## src/rtl/xfd_pkg.sv

```systemverilog
`timescale 1ns/1ps
package xfd_pkg;
    typedef enum logic [2:0] {
        ST_IDLE  = 3'd0,
        ST_A     = 3'd1,
        ST_GAPAB = 3'd2,
        ST_B     = 3'd3,
        ST_GAPBA = 3'd4
    } seq_st_e;
endpackage

```

## src/rtl/xfd_gate.sv

```systemverilog
`timescale 1ns/1ps
module xfd_gate (
    input  logic enable_i,
    input  logic supply_good_i,
    output logic run_o
);
    // switching is allowed only while both qualifiers hold
    always_comb begin
        run_o = enable_i & supply_good_i;
    end
endmodule

```

## src/rtl/xfd_len.sv

```systemverilog
`timescale 1ns/1ps
module xfd_len #(
    parameter int HI_HALF = 250,
    parameter int LO_HALF = 379,
    parameter int DEAD    = 8,
    parameter int CW      = 9
) (
    input  logic          mode_hi_i,
    output logic [CW-1:0] on_len_o
);
    localparam logic [CW-1:0] HI_ON = CW'(HI_HALF - DEAD);
    localparam logic [CW-1:0] LO_ON = CW'(LO_HALF - DEAD);

    always_comb begin
        on_len_o = mode_hi_i ? HI_ON : LO_ON;
    end
endmodule

```

## src/rtl/xfd_seq.sv

```systemverilog
`timescale 1ns/1ps
module xfd_seq
    import xfd_pkg::*;
#(
    parameter int DEAD = 8,
    parameter int CW   = 9
) (
    input  logic          clk_i,
    input  logic          rst_ni,
    input  logic          run_i,
    input  logic          mode_hi_i,
    input  logic [CW-1:0] on_len_i,
    output logic          mode_lat_o,
    output logic          phase_a_o,
    output logic          phase_b_o
);
    localparam logic [CW-1:0] GAP_LAST = CW'(DEAD - 1);

    typedef struct packed {
        seq_st_e       st;
        logic [CW-1:0] cnt;
        logic          mode_hi;
    } seq_t;

    seq_t s_d, s_q;
    logic [CW-1:0] on_last;

    always_comb begin
        on_last = on_len_i - CW'(1);
        s_d     = s_q;
        if (!run_i) begin
            s_d.st  = ST_IDLE;
            s_d.cnt = '0;
        end else begin
            unique case (s_q.st)
                ST_IDLE: begin
                    s_d.st      = ST_A;
                    s_d.cnt     = '0;
                    s_d.mode_hi = mode_hi_i;
                end
                ST_A: begin
                    if (s_q.cnt == on_last) begin
                        s_d.st  = ST_GAPAB;
                        s_d.cnt = '0;
                    end else begin
                        s_d.cnt = s_q.cnt + CW'(1);
                    end
                end
                ST_GAPAB: begin
                    if (s_q.cnt == GAP_LAST) begin
                        s_d.st  = ST_B;
                        s_d.cnt = '0;
                    end else begin
                        s_d.cnt = s_q.cnt + CW'(1);
                    end
                end
                ST_B: begin
                    if (s_q.cnt == on_last) begin
                        s_d.st  = ST_GAPBA;
                        s_d.cnt = '0;
                    end else begin
                        s_d.cnt = s_q.cnt + CW'(1);
                    end
                end
                ST_GAPBA: begin
                    if (s_q.cnt == GAP_LAST) begin
                        s_d.st      = ST_A;
                        s_d.cnt     = '0;
                        s_d.mode_hi = mode_hi_i;
                    end else begin
                        s_d.cnt = s_q.cnt + CW'(1);
                    end
                end
                default: begin
                    s_d.st  = ST_IDLE;
                    s_d.cnt = '0;
                end
            endcase
        end
    end

    always_ff @(posedge clk_i or negedge rst_ni) begin
        if (!rst_ni) begin
            s_q <= '{st: ST_IDLE, cnt: '0, mode_hi: 1'b1};
        end else begin
            s_q <= s_d;
        end
    end

    always_comb begin
        mode_lat_o = s_q.mode_hi;
        phase_a_o  = (s_q.st == ST_A);
        phase_b_o  = (s_q.st == ST_B);
    end
endmodule

```

## src/rtl/xfdrv_top.sv

```systemverilog
`timescale 1ns/1ps
module xfdrv_top #(
    parameter int HI_HALF = 250,
    parameter int LO_HALF = 379,
    parameter int DEAD    = 8
) (
    input  logic clk_i,
    input  logic rst_ni,
    input  logic enable_i,
    input  logic supply_good_i,
    input  logic mode_hi_i,
    output logic phase_a_o,
    output logic phase_b_o
);
    localparam int MAX_HALF = (HI_HALF > LO_HALF) ? HI_HALF : LO_HALF;
    localparam int CW       = $clog2(MAX_HALF + 1);

    logic          run;
    logic          mode_lat;
    logic [CW-1:0] on_len;

    xfd_gate u_gate (
        .enable_i      (enable_i),
        .supply_good_i (supply_good_i),
        .run_o         (run)
    );

    xfd_len #(
        .HI_HALF (HI_HALF),
        .LO_HALF (LO_HALF),
        .DEAD    (DEAD),
        .CW      (CW)
    ) u_len (
        .mode_hi_i (mode_lat),
        .on_len_o  (on_len)
    );

    xfd_seq #(
        .DEAD (DEAD),
        .CW   (CW)
    ) u_seq (
        .clk_i      (clk_i),
        .rst_ni     (rst_ni),
        .run_i      (run),
        .mode_hi_i  (mode_hi_i),
        .on_len_i   (on_len),
        .mode_lat_o (mode_lat),
        .phase_a_o  (phase_a_o),
        .phase_b_o  (phase_b_o)
    );
endmodule

```

## config.mk

```make
export PLATFORM = sky130hd
export DESIGN_NAME = xfdrv_top
export DESIGN_NICKNAME = d
export VERILOG_FILES = /design/src/rtl/xfd_pkg.sv /design/src/rtl/xfd_gate.sv /design/src/rtl/xfd_len.sv /design/src/rtl/xfd_seq.sv /design/src/rtl/xfdrv_top.sv
export SDC_FILE = /design/constraint.sdc
export NUM_CORES = 1
export LEC_CHECK = 0
export BUFFER_PORTS_ARGS = -buffer_cell sky130_fd_sc_hd__buf_2
export CAP_MARGIN = 15
export CORE_UTILIZATION = 40
export CTS_BUF_LIST = sky130_fd_sc_hd__clkbuf_4 sky130_fd_sc_hd__clkbuf_8 sky130_fd_sc_hd__clkbuf_16
export DETAILED_ROUTE_END_ITERATION = 8
export PLACE_DENSITY_LB_ADDON = 0.05
export SLEW_MARGIN = 20
export SYNTH_ARGS = -nofsm -noshare
export SYNTH_HDL_FRONTEND = slang
export SYNTH_SLANG_ARGS = --single-unit
```

## constraint.sdc

```tcl
create_clock -name clk_i -period 3.5 [get_ports clk_i]
set_input_delay 0.7 -clock clk_i [delete_from_list [all_inputs] [get_ports clk_i]]
set_output_delay 0.7 -clock clk_i [all_outputs]
set_load 0.03 [all_outputs]
```

# Word-level counts from Yosys, hierarchy flattened
# Index checks and enable logic that the tools add are counted.
# totals
inputBits,5
ram_bits,0
n_memories,0
latchBits,0
register_bits,13
word_cells,32
out_inout_bits,2
rom_bits,0
# classes
bitwise_logic,1
n_reduce_logical,4
mux,11
n_eq_ne,11
n_lt_le_gt_ge,0
addsub,2
n_shift,0
mul,0
div,0
# ops
op,count
$pmux 12 s5,1
$mux 9,3
$mux 12,1
$mux 3,4
$ne 3x3->1 const B,4
$add 9x1->9 const B,1
$eq 9x3->1 const B,1
$eq 9x9->1,1
$sub 9x1->9 const B,1
$eq 3x2->1 const B,2
$reduce_and 4->1,1
$eq 3x1->1 const B,1
$eq 3x3->1 const B,1
$logic_not 3->1,1
$reduce_and 3->1,1
$ne 2x1->1 const B,1
$pmux 1 s2,1
$reduce_bool 2->1,1
$and 1x1->1,1
$mux 1,1

# Logic depth before layout (Yosys ltp)
# Gate-level depths: netlist of run 1.
# logic_depth
word_depth,6
mapped_depth,6
depth_no_buf,5

# Cells and area by module
# From an unflattened synthesis of run 1, not the netlist that was laid out.
# hier_totals
hier_cells,130
area_unflattened_um2,1082.3
# by_module_without_submodules
module,area_per_inst_um2,cells_per_inst,instances,seq_area_each_um2
xfd_seq,1004.7,118,1,326.6
xfd_len,71.3,11,1,0.0
xfd_gate,6.3,1,1,0.0

# Least setup slack after synthesis of run 1
# OpenSTA, ideal clock, no wires.
# synth_path
kind,register to output
startpoint,register u_seq.s_q[12] (netlist name)
endpoint,output phase_a_o
arrival_ns,1.055
required_time_ns,2.800
setup_slack_ns,1.745
n_path_buf,1
stages_incl_launch_ff,4
path_cell_list,dfrtp_1 -> buf_2 -> nand2b_1 -> nor2_1
# synth_via
elab_chain_len,1
# synth_rtl
element,line,rtl
start: declaration,xfd_seq.sv:25,"seq_t s_d, s_q;"
start signal: assignment,xfd_seq.sv:84,"s_q <= '{st: ST_IDLE, cnt: '0, mode_hi: 1'b1};"
$eq 3x1->1,xfd_seq.sv:92,phase_a_o = (s_q.st == ST_A);
end: declaration,xfdrv_top.sv:12,"output logic phase_a_o,"
# No other way between the ends.

# Final worst setup path of run 1
# layout_path
startpoint,register u_seq.s_q[10] (netlist name)
endpoint,output phase_b_o
# layout_via
elab_chain_len,1
# layout_rtl
element,line,rtl
$eq 3x2->1,xfd_seq.sv:93,phase_b_o = (s_q.st == ST_B);
end: declaration,xfdrv_top.sv:13,output logic phase_b_o
# No other way between the ends.

==> metrics.cfg, run 1 <==
[status]
status=completed

[synthesis]
avgSynthCellArea_sq_um=10.1
synthDistinctLibCells=35
netlist_area_sq_um=776
syn_nets=83
synth-seq-cells=13
syn_inst=77
synth_top_area_share_pct=38.7
ys_warn_count=0
synthTopCellsByArea=dfrtp_1, xnor2_1, nor4_1, dfstp_2, nor2_1
synth_area_leader_cell=dfrtp_1
yosysSeqAreaShare_pct=42.1

[critical_path]
crit_start=u_seq.s_q[10]
critPathCaptureType=primary output
cp.required_ns=2.80
worst-path-max-fanout=7
crit_arrival_ns=1.42
reg2reg_from=u_seq.s_q[1]
crit_chain=nor2b_1 -> and2_1 -> buf_2
path_class=reg -> out
critPathSlowestCell=dfrtp_1
crit_path_start_kind=flop
critical-path-max-stage-delay_ns=0.49

[clock_network]
clock-sinks=13
numCtsBuffers=3
cts_root_buf=clkbuf_4
cts_repair_resize_count=0
clkSlewWorstSetupHoldPaths_ns=0.08
cts_max_level=1
clk_latency_ns=0.29
cts_tree=built
cts_hold_buf=0
postCtsSetupBuffers=0
cts_buffer_depth=2

[sta]
rsz0062_at_grt=false
fin_crit_ns=2.12
final-setup-viol-count=0
max_freq_mhz=472
fin_tns_setup_ns=0
fin_crit_sh_pct=60.5
maxSlewViolCount=0
hold_violations=0
fin_skew_ns=0.00318
relSlewSlack_pct=60.8
worst_pin_slew_ns=0.587

[drt]
drt-initial-drc-count=7
drc_errors=0
ant_nets=0
vias=600
drt-wirelength-per-cell_microns=14.3
wl_microns=1530
drt-pass1-iter-count=4
via_per_inst=5.61

[power]
leakage_nw=0.322
total_power_uw=276
power.density_mw_per_mm2=328
peakVddDrop_uv=202

[floorplan]
io_pins=7
start_util_pct=44.0
std_cell_rows=15
fp.dieW_microns=46.0
core_region_area_sq_mm=0.00176
die_area_sq_mm=0.00212
die_h_microns=46.0

[global_route]
grt_pass1_wl_microns=2570
grt_pass1_vias=533
grtUsageTotal_pct=18.1
grt_antenna_before_repair=0
overflow=0
grt_max_degree=14

[min_path]
hold_path_class=in -> async

[place]
dp_cells=103
place.gp.congestion=0.728
port_buffers=6
dp_hpwl_microns=1090

[cells_and_area]
layout_common_cells=dfrtp_1, nor4_1, nor2_1, xnor2_1, buf_2
stdcell_count=107
final_common_cell=dfrtp_1
fillers=192
syn2layout_area_growth_pct=8.71
drive_gt1_share_pct=22.0
multiInputGateArea_sq_um=420
n_antenna_cell=0
nets=89
seqCellArea_sq_um=327

[run]
drv_cap=0

-- where the power goes --
part	switching, mW	total [mW]	internal (mW)
clock network	0.0541	0.0966	0.0425
registers	0.00407	0.159	0.155
logic	0.0134	0.0207	0.00728
total	0.0716	0.276	0.205
-- cell usage after synthesis --
cell type / number
nand4_1: 2
a211oi_2: 2
a211oi_1: 1
a211o_1: 1
or4_1: 1
a21oi_1: 1
o21ai_0: 1
and4b_1: 1
mux2_1: 1
mux2i_2: 1
a2111oi_2: 1
nor2b_1: 1
o21a_1: 1
o31ai_1: 1
nor4b_2: 1
a41oi_1: 1
dfstp_2: 1
and4bb_2: 1
nor4_1: 8
a41o_1: 1
dfrtp_1: 12
nand3_1: 3
nor3_1: 1
and2_1: 1
xor2_1: 2
nor2_1: 7
nor4b_1: 1
nand2_1: 5
nand2b_1: 1
buf_2: 2
inv_1: 2
clkbuf_1: 3
ha_1: 1
nor4_2: 1
xnor2_1: 6
-- logic make-up after synthesis --
logic type	Yosys count	synth area share (%)
flops	13	42.1
mux	2	3.23
simple gates	35	27.4
buf+inv	7	3.71
fa+ha+maj	1	1.61
xor+xnor	8	9.03
compound gates	11	12.9
-- flip-flops by register name, summed over array words and instances (netlist names) --
| register | count |
|---|---|
| u_seq.s_q | 12 |
| u_seq.mode_lat_o | 1 |
-- per-stage QoR --
stage                     hold slack, ns  instance area, sq um  util [%]  setup slack, ns
final                              0.278                   843      47.8             1.38
after global routing               0.282                   843      47.8             1.31
after CTS                          0.283                   843      47.8             1.39
after detailed placement           0.543                   816      46.2             1.53
after global placement             0.544                   816      46.2             1.58
after floorplan                    0.404                   776         -             1.75
-- final timing paths --
path	depth (start not counted)	slack, ns	end
max	3	1.38	phase_b_o
min	1	0.28	u_seq.s_q[4]
max reg2reg	5	1.64	u_seq.s_q[4]
min reg2reg	1	0.55	u_seq.s_q[1]
max in group asynchronous	1	2.94	u_seq.mode_lat_o
min in group clk_i	1	0.55	u_seq.s_q[1]
-- layer usage --
metal / vias up / track usage (%) / part of all wire, %
li1: 303 / - / -
met1: 284 / 24.9 / 51
met2: 9 / 24.2 / 44
met3: 4 / 5.95 / 3.0
met4: 0 / 10.6 / 1.9
met5: - / 0 / 0
-- critical path: cells and delay by family, from the launching register on --
| kind | cells | cell delay (ns) |
|---|---|---|
| simple gates | 2 | 0.45 |
| flops | 1 | 0.49 |
| buf+inv | 1 | 0.19 |
-- area by class of cell --
type | instances | area share [%]
Timing Repair Buffer | 6 | 3.56
Multi-Input combinational cell | 57 | 49.9
Clock buffer | 3 | 2.67
Sequential cell | 13 | 38.7
Inverter | 2 | 0.890
Clock inverter | 1 | 0.593
Tap cell | 25 | 3.71
Power figures use the tool's default switching activity.
==> run 2: changes to the inputs <==
- clock period: 3.5 -> 1.89 ns (I/O delays scaled with it)
==> metrics.cfg, run 2 (synthesis gave the netlist of run 1 again) <==
[critical_path]
worst-path-max-fanout=9  ; +2
critPathCaptureType=flop
crit_arrival_ns=1.94  ; +0.52 ns
cp.required_ns=2.06  ; -0.74 ns
path_class=reg -> reg
crit_path_start_kind=flop

[power]
peakVddDrop_uv=325  ; +61%
total_power_uw=530  ; +92%
leakage_nw=0.375  ; +16%
internal-power_uw=403  ; +97%
switchingPower_uw=127  ; +77%
clkPwrFrac_pct=35.4  ; +0.4 points
sw_frac_of_total_pct=23.9  ; -2.0 points
power.density_mw_per_mm2=569  ; +73%
pwr-share-comb_pct=9.1  ; +1.6 points
p_seq_share_pct=55.6  ; -1.9 points

[global_route]
grt_pass1_vias=617  ; +16%
grt_max_degree=14  ; unchanged
gr-usage-met2_pct=28.2  ; +3.9 points
grtUsageTotal_pct=19.5  ; +1.4 points
grt_antenna_before_repair=0  ; unchanged
grt.busiest_layer=met2
grt_pass1_wl_microns=2860  ; +12%
overflow=0  ; unchanged
met3_usage_pct=4.76  ; -1.2 points
grt_use_met1_pct=27.1  ; +2.1 points

[cells_and_area]
top_register=u_seq.s_q
seqCellArea_sq_um=327  ; unchanged
drive_gt1_share_pct=31.5  ; +9.6 points
largest_reg_flops=12  ; unchanged
stdcell_count=117  ; +9.3%
layout_common_cells=dfrtp_1, buf_4, nor2_1, nor4_1
final_core_util_pct=52.8  ; +5.0 points
syn2layout_area_growth_pct=20.2
n_antenna_cell=0  ; unchanged
nets=99  ; +11%
fillers=178  ; -7.3%
multiInputGateArea_sq_um=429  ; +2.1%
final_common_cell=dfrtp_1

[clock_network]
clk_latency_ns=0.27  ; -0.02 ns
cts_max_level=1  ; unchanged
clock-sinks=13  ; unchanged
cts_root_buf=clkbuf_4
cts_buffer_depth=2  ; unchanged
clkSlewWorstSetupHoldPaths_ns=0.08  ; about the same
cts_tree=built
numCtsBuffers=3  ; unchanged
postCtsSetupBuffers=0  ; unchanged

[place]
place.gp.congestion=0.766  ; +5.2%
dp_cells=112  ; +8.7%
dp_hpwl_microns=1180  ; +8.4%
port_buffers=6  ; unchanged

[drt]
drt-pass1-iter-count=4  ; unchanged
via_per_inst=5.38  ; -4.1%
drc_errors=0  ; unchanged
drt-wirelength-per-cell_microns=13.7  ; -4.1%
vias=629  ; +4.8%
drt-initial-drc-count=10  ; +3
ant_nets=0  ; unchanged
wl_microns=1600  ; +4.8%

[sta]
worst_pin_slew_ns=0.355  ; -0.232 ns
fin_crit_ns=1.77
final-setup-viol-count=0  ; unchanged
hold_violations=0  ; unchanged
rsz0062_at_grt=false
max_freq_mhz=566
maxSlewViolCount=0  ; unchanged
fin_crit_sh_pct=93.4
hold_slack_ns=0.324  ; +0.0457 ns
fin_skew_ns=0.00212  ; -0.00105 ns
relSlewSlack_pct=76.3  ; +16 points
fin_tns_setup_ns=0  ; unchanged

[floorplan]
io_pins=7  ; unchanged
fp.dieW_microns=46.0  ; unchanged
start_util_pct=44.0  ; unchanged
die_h_microns=46.0  ; unchanged
std_cell_rows=15  ; unchanged
die_area_sq_mm=0.00212  ; unchanged
core_region_area_sq_mm=0.00176  ; unchanged

[status]
status=completed

[min_path]
hold_path_class=in -> reg

[run]
drv_cap=0  ; unchanged

run 2: changes by cell type in the layout (fill, tap and decap cells not counted), sizes merged:
cell / delta
buf: +9
clkbuf: +1
clkinv: -1
dlygate4sd3: +1
run 2: critical path, stage by stage (launching register included):
cell and delay, ns:
dfrtp_1 0.42, ha_1 0.21, and4bb_2 0.24, a211oi_2 0.28, a211oi_2 0.06, buf_4 0.18, nor4_1 0.28
run 2: layer usage:
layer	wire length (microns)	share of wire [%]
met3	29	1.8
met2	710	44
met4	10	0.63
met5	0	0
met1	849	53
run 2: final cells by class:
type,instances,share of cell area (%)
Inverter,2,0.805
Clock buffer,4,3.22
Tap cell,25,3.36
Timing Repair Buffer,16,11.5
Sequential cell,13,35.0
Multi-Input combinational cell,57,46.0
run 2: final timing paths:
kind / start / end / slack (ns) / depth (start not counted)
setup reg to reg: u_seq.s_q[2] / u_seq.s_q[1] / 0.12 / 6
max in group asynchronous: rst_ni / u_seq.mode_lat_o / 1.10 / 2
hold / removal: mode_hi_i / u_seq.mode_lat_o / 0.32 / 2
setup / recovery: u_seq.s_q[2] / u_seq.s_q[1] / 0.12 / 6
min in group asynchronous: rst_ni / u_seq.s_q[6] / 0.51 / 2
hold reg to reg: u_seq.s_q[1] / u_seq.s_q[1] / 0.57 / 2
run 2: repair_timing:
item / 4_1_cts / 5_1_grt
hold buffers: 1 / 0
resized for setup: 0 / 2
hold endpoints to repair: 12 / 0
endpoints found under the setup margin: 0 / 2
run 2: power groups by stage:
stage / clock network [mW] / registers (mW) / logic (mW)
detailed placement: 0 / 0.300 / 0.0466
finish: 0.187 / 0.294 / 0.0482
global route: 0.218 / 0.295 / 0.0547
floorplan: 0 / 0.298 / 0.0241
global placement: 0 / 0.299 / 0.0464
CTS: 0.195 / 0.294 / 0.0484
run 2: through the flow:
step           instance area (sq um)  setup WS, ns
2_1_floorplan                    776         0.184
3_3_place_gp                     883         0.156
3_5_place_dp                     883         0.137
4_1_cts                          923         0.115
5_1_grt                          932        0.0143
6_report                         932         0.124
